### config.mk
export PLATFORM = sky130hd
export DESIGN_NAME = pwm_dbuf_channel
export DESIGN_NICKNAME = d
export VERILOG_FILES = /design/src/rtl/pwm_dbuf_pkg.sv /design/src/rtl/pwm_dbuf_counter.sv /design/src/rtl/pwm_dbuf_regbank.sv /design/src/rtl/pwm_dbuf_compare.sv /design/src/rtl/pwm_dbuf_channel.sv
export SDC_FILE = /design/constraint.sdc
export NUM_CORES = 1
export LEC_CHECK = 0
export CORE_MARGIN = 3
export CORE_UTILIZATION = 30
export CTS_CLUSTER_SIZE = 20
export DETAILED_ROUTE_END_ITERATION = 10
export PLACE_DENSITY = 0.44
export SLEW_MARGIN = 20
export SYNTH_ARGS = -nofsm -noshare
export SYNTH_HDL_FRONTEND = slang
export SYNTH_HIERARCHICAL = 1
export SYNTH_SLANG_ARGS = --single-unit
### constraint.sdc
create_clock -name clk -period 3.4 [get_ports clk]
set_input_delay 0.85 -clock clk [delete_from_list [all_inputs] [get_ports clk]]
set_output_delay 0.85 -clock clk [all_outputs]
set_load 0.02 [all_outputs]
### src/rtl/pwm_dbuf_pkg.sv
package pwm_dbuf_pkg;
  typedef enum logic {
    SEL_DUTY   = 1'b0,
    SEL_PERIOD = 1'b1
  } pwm_sel_e;
endpackage

### src/rtl/pwm_dbuf_counter.sv
module pwm_dbuf_counter #(
  parameter int CNT_W = 8
) (
  input  logic             clk,
  input  logic             rst_n,
  input  logic             en,
  input  logic             tick,
  input  logic [CNT_W-1:0] per_act,
  output logic [CNT_W-1:0] cnt,
  output logic             wrap
);
  localparam logic [CNT_W-1:0] ONE = CNT_W'(1);

  function automatic logic at_end(input logic [CNT_W-1:0] c, input logic [CNT_W-1:0] p);
    return (p == '0) || (c == p - ONE);
  endfunction

  assign wrap = en && tick && at_end(cnt, per_act);

  always_ff @(posedge clk or negedge rst_n) begin
    if (!rst_n)      cnt <= '0;
    else if (!en)    cnt <= '0;
    else if (wrap)   cnt <= '0;
    else if (tick)   cnt <= cnt + ONE;
  end

  AST_CNT_HELD_OFF: assert property (@(posedge clk) disable iff (!rst_n)
    !en |=> (cnt == '0));
  AST_CNT_NO_TICK_STABLE: assert property (@(posedge clk) disable iff (!rst_n)
    (en && $past(en) && !$past(tick)) |-> $stable(cnt));
  AST_CNT_BELOW_PERIOD: assert property (@(posedge clk) disable iff (!rst_n)
    (en && per_act != '0) |-> (cnt < per_act));
endmodule

### src/rtl/pwm_dbuf_regbank.sv
module pwm_dbuf_regbank
  import pwm_dbuf_pkg::*;
#(
  parameter int CNT_W = 8
) (
  input  logic             clk,
  input  logic             rst_n,
  input  logic             en,
  input  logic             wr_en,
  input  pwm_sel_e         wr_sel,
  input  logic [CNT_W-1:0] wr_data,
  input  logic             wrap,
  output logic [CNT_W-1:0] duty_buf,
  output logic [CNT_W-1:0] per_buf,
  output logic [CNT_W-1:0] duty_act,
  output logic [CNT_W-1:0] per_act
);
  logic             duty_wr, per_wr;
  logic [CNT_W-1:0] duty_nxt, per_nxt;

  assign duty_wr  = wr_en && (wr_sel == SEL_DUTY);
  assign per_wr   = wr_en && (wr_sel == SEL_PERIOD);
  assign duty_nxt = duty_wr ? wr_data : duty_buf;
  assign per_nxt  = per_wr  ? wr_data : per_buf;

  always_ff @(posedge clk or negedge rst_n) begin
    if (!rst_n) begin
      duty_buf <= '0;
      per_buf  <= '0;
    end else begin
      duty_buf <= duty_nxt;
      per_buf  <= per_nxt;
    end
  end

  always_ff @(posedge clk or negedge rst_n) begin
    if (!rst_n) begin
      duty_act <= '0;
      per_act  <= '0;
    end else if (!en) begin
      if (duty_wr) duty_act <= wr_data;
      if (per_wr)  per_act  <= wr_data;
    end else if (wrap) begin
      duty_act <= duty_nxt;
      per_act  <= per_nxt;
    end
  end

  AST_BUF_TAKES_WRITE: assert property (@(posedge clk) disable iff (!rst_n)
    duty_wr |=> (duty_buf == $past(wr_data)));
  AST_OFF_WRITE_DIRECT: assert property (@(posedge clk) disable iff (!rst_n)
    (!en && per_wr) |=> (per_act == $past(wr_data)));
  AST_LOAD_ONLY_AT_WRAP: assert property (@(posedge clk) disable iff (!rst_n)
    ($past(en) && !$past(wrap)) |-> ($stable(duty_act) && $stable(per_act)));
  AST_WRAP_SEES_WRITE: assert property (@(posedge clk) disable iff (!rst_n)
    (en && wrap && duty_wr) |=> (duty_act == $past(wr_data)));
endmodule

### src/rtl/pwm_dbuf_compare.sv
module pwm_dbuf_compare #(
  parameter int CNT_W = 8
) (
  input  logic             en,
  input  logic             pol,
  input  logic [CNT_W-1:0] cnt,
  input  logic [CNT_W-1:0] duty_act,
  input  logic [CNT_W-1:0] per_act,
  output logic             first_phase,
  output logic             level
);
  function automatic logic in_first(input logic [CNT_W-1:0] c,
                                    input logic [CNT_W-1:0] d,
                                    input logic [CNT_W-1:0] p);
    if (p == '0) return 1'b1;
    return c < d;
  endfunction

  assign first_phase = in_first(cnt, duty_act, per_act);
  assign level       = en ? (first_phase ? pol : ~pol) : ~pol;

  always_comb begin
    if (en && per_act != '0 && duty_act >= per_act)
      AST_FULL_DUTY_START: assert (level == pol);
    if (en && per_act != '0 && duty_act == '0)
      AST_ZERO_DUTY_OPPOSITE: assert (level == ~pol);
  end
endmodule

### src/rtl/pwm_dbuf_channel.sv
module pwm_dbuf_channel
  import pwm_dbuf_pkg::*;
#(
  parameter int CNT_W   = 8,
  parameter bit PRESENT = 1'b1
) (
  input  logic             clk,
  input  logic             rst_n,
  input  logic             tick,
  input  logic             ch_en,
  input  logic             pol,
  input  logic             wr_en,
  input  logic             wr_sel,
  input  logic [CNT_W-1:0] wr_data,
  input  logic             rd_sel,
  output logic [CNT_W-1:0] rd_data,
  output logic             pwm_out
);
  generate
    if (PRESENT) begin : g_chan
      logic [CNT_W-1:0] duty_buf, per_buf, duty_act, per_act, cnt;
      logic             wrap, first_phase, level;

      pwm_dbuf_counter #(.CNT_W(CNT_W)) u_cnt (
        .clk     (clk),
        .rst_n   (rst_n),
        .en      (ch_en),
        .tick    (tick),
        .per_act (per_act),
        .cnt     (cnt),
        .wrap    (wrap)
      );

      pwm_dbuf_regbank #(.CNT_W(CNT_W)) u_regs (
        .clk      (clk),
        .rst_n    (rst_n),
        .en       (ch_en),
        .wr_en    (wr_en),
        .wr_sel   (pwm_sel_e'(wr_sel)),
        .wr_data  (wr_data),
        .wrap     (wrap),
        .duty_buf (duty_buf),
        .per_buf  (per_buf),
        .duty_act (duty_act),
        .per_act  (per_act)
      );

      pwm_dbuf_compare #(.CNT_W(CNT_W)) u_cmp (
        .en          (ch_en),
        .pol         (pol),
        .cnt         (cnt),
        .duty_act    (duty_act),
        .per_act     (per_act),
        .first_phase (first_phase),
        .level       (level)
      );

      assign rd_data = rd_sel ? per_buf : duty_buf;
      assign pwm_out = level;

      AST_OFF_INACTIVE: assert property (@(posedge clk) disable iff (!rst_n)
        !ch_en |-> (pwm_out == ~pol));
    end else begin : g_reserved
      assign rd_data = '0;
      assign pwm_out = 1'b0;

      AST_RESERVED_QUIET: assert property (@(posedge clk) disable iff (!rst_n)
        (rd_data == '0) && !pwm_out);
    end
  endgenerate
endmodule

# ---- Word-level counts from Yosys, hierarchy flattened
# Index checks and enable logic that the tools add are counted.
dict set report classes {
  magnitude_cmp 1
  eq_ne 3
  reduce_logical 10
  bitwise 2
  muxes 17
  n_addsub 2
}
# cell count
set op_table {}
lappend op_table {{$mux W8} 12}
lappend op_table {{$add A8 B1 Y8 const B} 1}
lappend op_table {{$eq A8 B8 Y1} 1}
lappend op_table {{$logic_not A8 Y1} 1}
lappend op_table {{$lt A8 B8 Y1} 1}
lappend op_table {{$sub A8 B1 Y8 const B} 1}
lappend op_table {{$mux W1} 5}
lappend op_table {{$logic_and A1 B1 Y1} 4}
lappend op_table {{$reduce_and A2 Y1} 2}
lappend op_table {{$reduce_bool A2 Y1} 2}
lappend op_table {{$ne A3 B2 Y1 const B} 1}
lappend op_table {{$ne A2 B1 Y1 const B} 1}
lappend op_table {{$not A1 Y1} 2}
lappend op_table {{$logic_or A1 B1 Y1} 1}
dict set report word_totals {
  reg_bits 40
  out_inout_bits 9
  wordCells 40
  input_bits 16
}

# ---- Depth between registers and ports, before layout
dict set report logic_depth {
  depth_word 6
  depth_mapped 11
  depth_no_buf 11
}

# ---- Cells and area by module
# The synthesis kept the hierarchy.
# module instances area_each_um2 cells_each seq_area_each_um2
set modules_own_cells {}
lappend modules_own_cells {pwm_dbuf_regbank 1 1534.0 148 800.8}
lappend modules_own_cells {pwm_dbuf_counter 1 740.7 87 200.2}
lappend modules_own_cells {pwm_dbuf_compare 1 269.0 33 0.0}
lappend modules_own_cells {pwm_dbuf_channel 1 131.4 9 0.0}

# ---- Worst setup path before layout
# Ideal clock, no wire load.
dict set report synth_timing {
  kind {register to register}
  startpoint {register g_chan.u_regs.per_act[0]}
  endpoint {register g_chan.u_regs.per_act[0]}
  setup_time_ns 0.137
  path_buffers 1
  stages_incl_launch_ff 12
  period_less_slack_ns 3.168
  t_arrival_ns 3.031
  setup_slack_ns 0.232
  t_required_ns 3.263
  cell_sequence {dfrtp_1 inv_1 ha_1 or4b_4 or3_4 a2111oi_4 o211ai_4 a21oi_1 buf_1 nand3_1 o22ai_1 a21oi_1}
}
dict set report synth_via {
  elab_chain_cells 6
  elab_cells_between_ends 7
  cone_classes {1 x add/sub; 2 x eq/ne; 4 x reduce/logical}
}
# item line
set synth_lines {}
lappend synth_lines {{from (decl)} pwm_dbuf_regbank.sv:16} ;# output logic [CNT_W-1:0] per_act
lappend synth_lines {{from (signal assigned)} pwm_dbuf_regbank.sv:42} ;# if (per_wr) per_act <= wr_data;
lappend synth_lines {{from (signal assigned)} pwm_dbuf_regbank.sv:45} ;# per_act <= per_nxt;
lappend synth_lines {{$sub A8 B1 Y8} pwm_dbuf_counter.sv:15} ;# return (p == '0) || (c == p - ONE);
lappend synth_lines {{$eq A8 B8 Y1} pwm_dbuf_counter.sv:15}
lappend synth_lines {{$logic_or A1 B1 Y1 *} pwm_dbuf_counter.sv:15}
lappend synth_lines {{$logic_and A1 B1 Y1 *} pwm_dbuf_counter.sv:18} ;# assign wrap = en && tick && at_end(cnt, per_act);
lappend synth_lines {{net g_chan.wrap} pwm_dbuf_channel.sv:22} ;# logic wrap, first_phase, level;
lappend synth_lines {{$ne A2 B1 Y1 (no line) *} --}
lappend synth_lines {{$reduce_and A2 Y1 (no line) *} --}
# The timed path passes the listed nets; every way through them passes the cells marked *.
# A chain may end at the register's enable or synchronous reset.

# ---- Worst setup path after layout
dict set report layout_timing {
  startpoint {input rd_sel}
  endpoint {output rd_data[2]}
}
dict set report layout_via {
  elab_chain_cells 1
}
# item line
set layout_lines {}
lappend layout_lines {{from (decl)} pwm_dbuf_channel.sv:15} ;# input logic rd_sel,
lappend layout_lines {{$mux W8} pwm_dbuf_channel.sv:58} ;# assign rd_data = rd_sel ? per_buf : duty_buf;
lappend layout_lines {{to (decl)} pwm_dbuf_channel.sv:16} ;# output logic [CNT_W-1:0] rd_data,
# Every way passes these cells.

==> impl_metrics.yaml <==
status:
  status: "finished clean"
floorplanning:
  die_w_um: 100
  fp.dieH_um: 100
  core_um2: 8420
  ios: 25
  rows: 33
  dieArea_um2: 10000
  start_util_pct: 31.5
routing:
  antenna_left: 0
  drt_iter0_markers: 117
  firstDrtPassIters: 4
  drt_wl_total_um: 7000
  avgViaCountPerCell: 5.33
  wl_per_cell_um: 17.2
  drc: 0
  num_vias: 2175
critical_path:
  r2r_start: "g_chan.u_regs/per_act[1]$_DFFE_PN0P_"
  path_depth: 4
  cpLargestDelayFamily: "buffers and inverters"
  reg2reg_depth: 11
  crit_fanout: 6
  cp.required_ns: 2.55
  startpoint: "rd_sel"
  cp_cell_sequence: "clkdlybuf4s50_1 -> buf_12 -> mux2_4 -> clkdlybuf4s50_1"
  start_kind: "input pin"
  worstSetupPathType: "input pin to output pin"
  cp_slowest_cell: "clkdlybuf4s50_1"
  end_kind: "output pin"
  crit_path_max_incr_delay_ns: 0.54
  crit_buf_inv: 3
  cpMostUsedCell: "clkdlybuf4s50_1"
  cp.arrival_ns: 2.37
hold_path:
  min_from: "g_chan.u_regs/duty_buf[5]$_DFF_PN0_"
  hp-class: "flip-flop to flip-flop"
  min_path_cells: 2
flow_run:
  maxCapViolCount: 0
finish:
  drive_above_1_share_pct: 20.8
  syn_to_final_growth_pct: 18.8
  num_antenna_cells: 0
  final_area_um2: 3150
  fin_nets: 328
  finalNonFillerCells: 408
global_route:
  grtUsageTotal_pct: 14.6
  grt_first_pass_wirelength_um: 11400
  grt_max_degree: 41
  overflow: 0
  grt_pass1_vias: 2110
  antenna_found_initial: 0
synth:
  netlist_instances: 273
  syn_nets: 298
  netlist_area_um2: 2660
  yosys_warnings: 6
  syn_area_per_cell_um2: 9.73
cts:
  root_buffer: "clkbuf_8"
  htreeDepth: 2
  clockBufferDepth: 2
  cts_tree: "yes"
  cts_sinks: 40
  clock_latency_ns: 0.30
  cts_setup_buffers: 0
  cts_buffers: 5
  path_clk_slew_ns: 0.08
sta:
  postLayoutSetupSlackWorst_ns: 0.183
  finalClockSkew_ns: 0.00583
  final.min_clock_period_ns: 3.22
  final.setup.tns_ns: 0
  slew_headroom_pct: 34.7
  grt_setup_unrepaired: "no"
  finalHoldViolCount: 0
  finalSetupViolCount: 0
  fmax_mhz: 311
  tightest_slew_ns: 0.979
  period_share_pct: 94.6
  slew_violations: 0
placed_design:
  io_buffers: 24
  placedCellCount: 401
  gp_congestion: 0.739
  dpl.hpwl_um: 4880
  placed_area_um2: 3060
  pre_cts_slack_ns: 0.0334
pwr:
  leakage_nw: 1.31
  p_per_area_nw_per_um2: 418
  power_mw: 1.32
  peakVddDrop_mv: 0.185
-- worst min-delay path, stage by stage, from the launching register on --
cell and delay (ns):
dfrtp_1 0.38, nand2_1 0.06, nand2_1 0.06
-- layout make-up --
| cell class | count | area, um2 |
|---|---|---|
| clock buffers | 5 | 68.8 |
| inverters | 11 | 41.3 |
| fillers | 879 | 5270 |
| well taps | 105 | 131 |
| multi-input cells | 210 | 1560 |
| clock inverters | 2 | 12.5 |
| repair buffers | 35 | 342 |
| flip-flops and latches | 40 | 1000 |
-- power by group --
part           internal (mW)  switching [mW]
sequential             0.537          0.0795
clock                  0.139           0.183
combinational          0.201           0.178
total                  0.877           0.441
-- placed cells by master, fill, tap and decap left out, types with 3 or more instances in the layout --
master	count
a21oi_1	19
o211ai_1	3
dfrtp_1	40
clkdlybuf4s50_1	22
nand2b_1	3
mux2_2	22
o21ai_1	5
xor2_1	3
buf_4	9
nor2b_1	8
or4_1	3
nand4_1	3
o22ai_1	30
nor2_1	6
clkbuf_8	5
inv_1	11
xnor2_1	9
mux2_4	8
nand2_2	3
nand3_1	7
ha_1	9
nand2_1	36
-- metrics by stage --
stage	hold WS (ns)	utilization (%)
global placement	0.501	36.3
finish	0.520	37.4
floorplan	0.457	-
CTS	0.515	37.3
detailed placement	0.493	36.3
global route	0.553	37.4
-- registers in the layout, indices dropped and copies added, names as in the netlist --
register	count
g_chan.u_regs/duty_buf	8
g_chan.u_regs/duty_act	8
g_chan.u_cnt/cnt	8
g_chan.u_regs/per_buf	8
g_chan.u_regs/per_act	8
-- final timing paths --
kind	end	slack, ns
hold reg to reg	g_chan.u_regs/duty_buf[5]$_DFF_PN0_	0.52
setup / recovery	rd_data[2]	0.18
min in group asynchronous	g_chan.u_cnt/cnt[0]$_DFFE_PN0P_	0.71
setup reg to reg	g_chan.u_regs/duty_act[0]$_DFFE_PN0P_	0.22
hold / removal	g_chan.u_regs/duty_buf[5]$_DFF_PN0_	0.52
max in group asynchronous	g_chan.u_regs/per_act[3]$_DFFE_PN0P_	2.09
-- what timing repair did --
item | in CTS | in global routing
setup endpoints to repair | 1 | 14
gates cloned | 0 | 0
resized for setup | 1 | 4
hold endpoints to repair | 0 | 0
hold buffers | 0 | 0
-- layer usage --
metal | wire length [um] | global-route usage (%) | up-vias
met3 | 200 | 2.92 | 8
met4 | 65 | 3.73 | 0
met2 | 3100 | 21.9 | 32
li1 | - | - | 1061
met5 | 0 | 0 | -
met1 | 3630 | 21.6 | 1074
(Power assumes the default switching activity.)
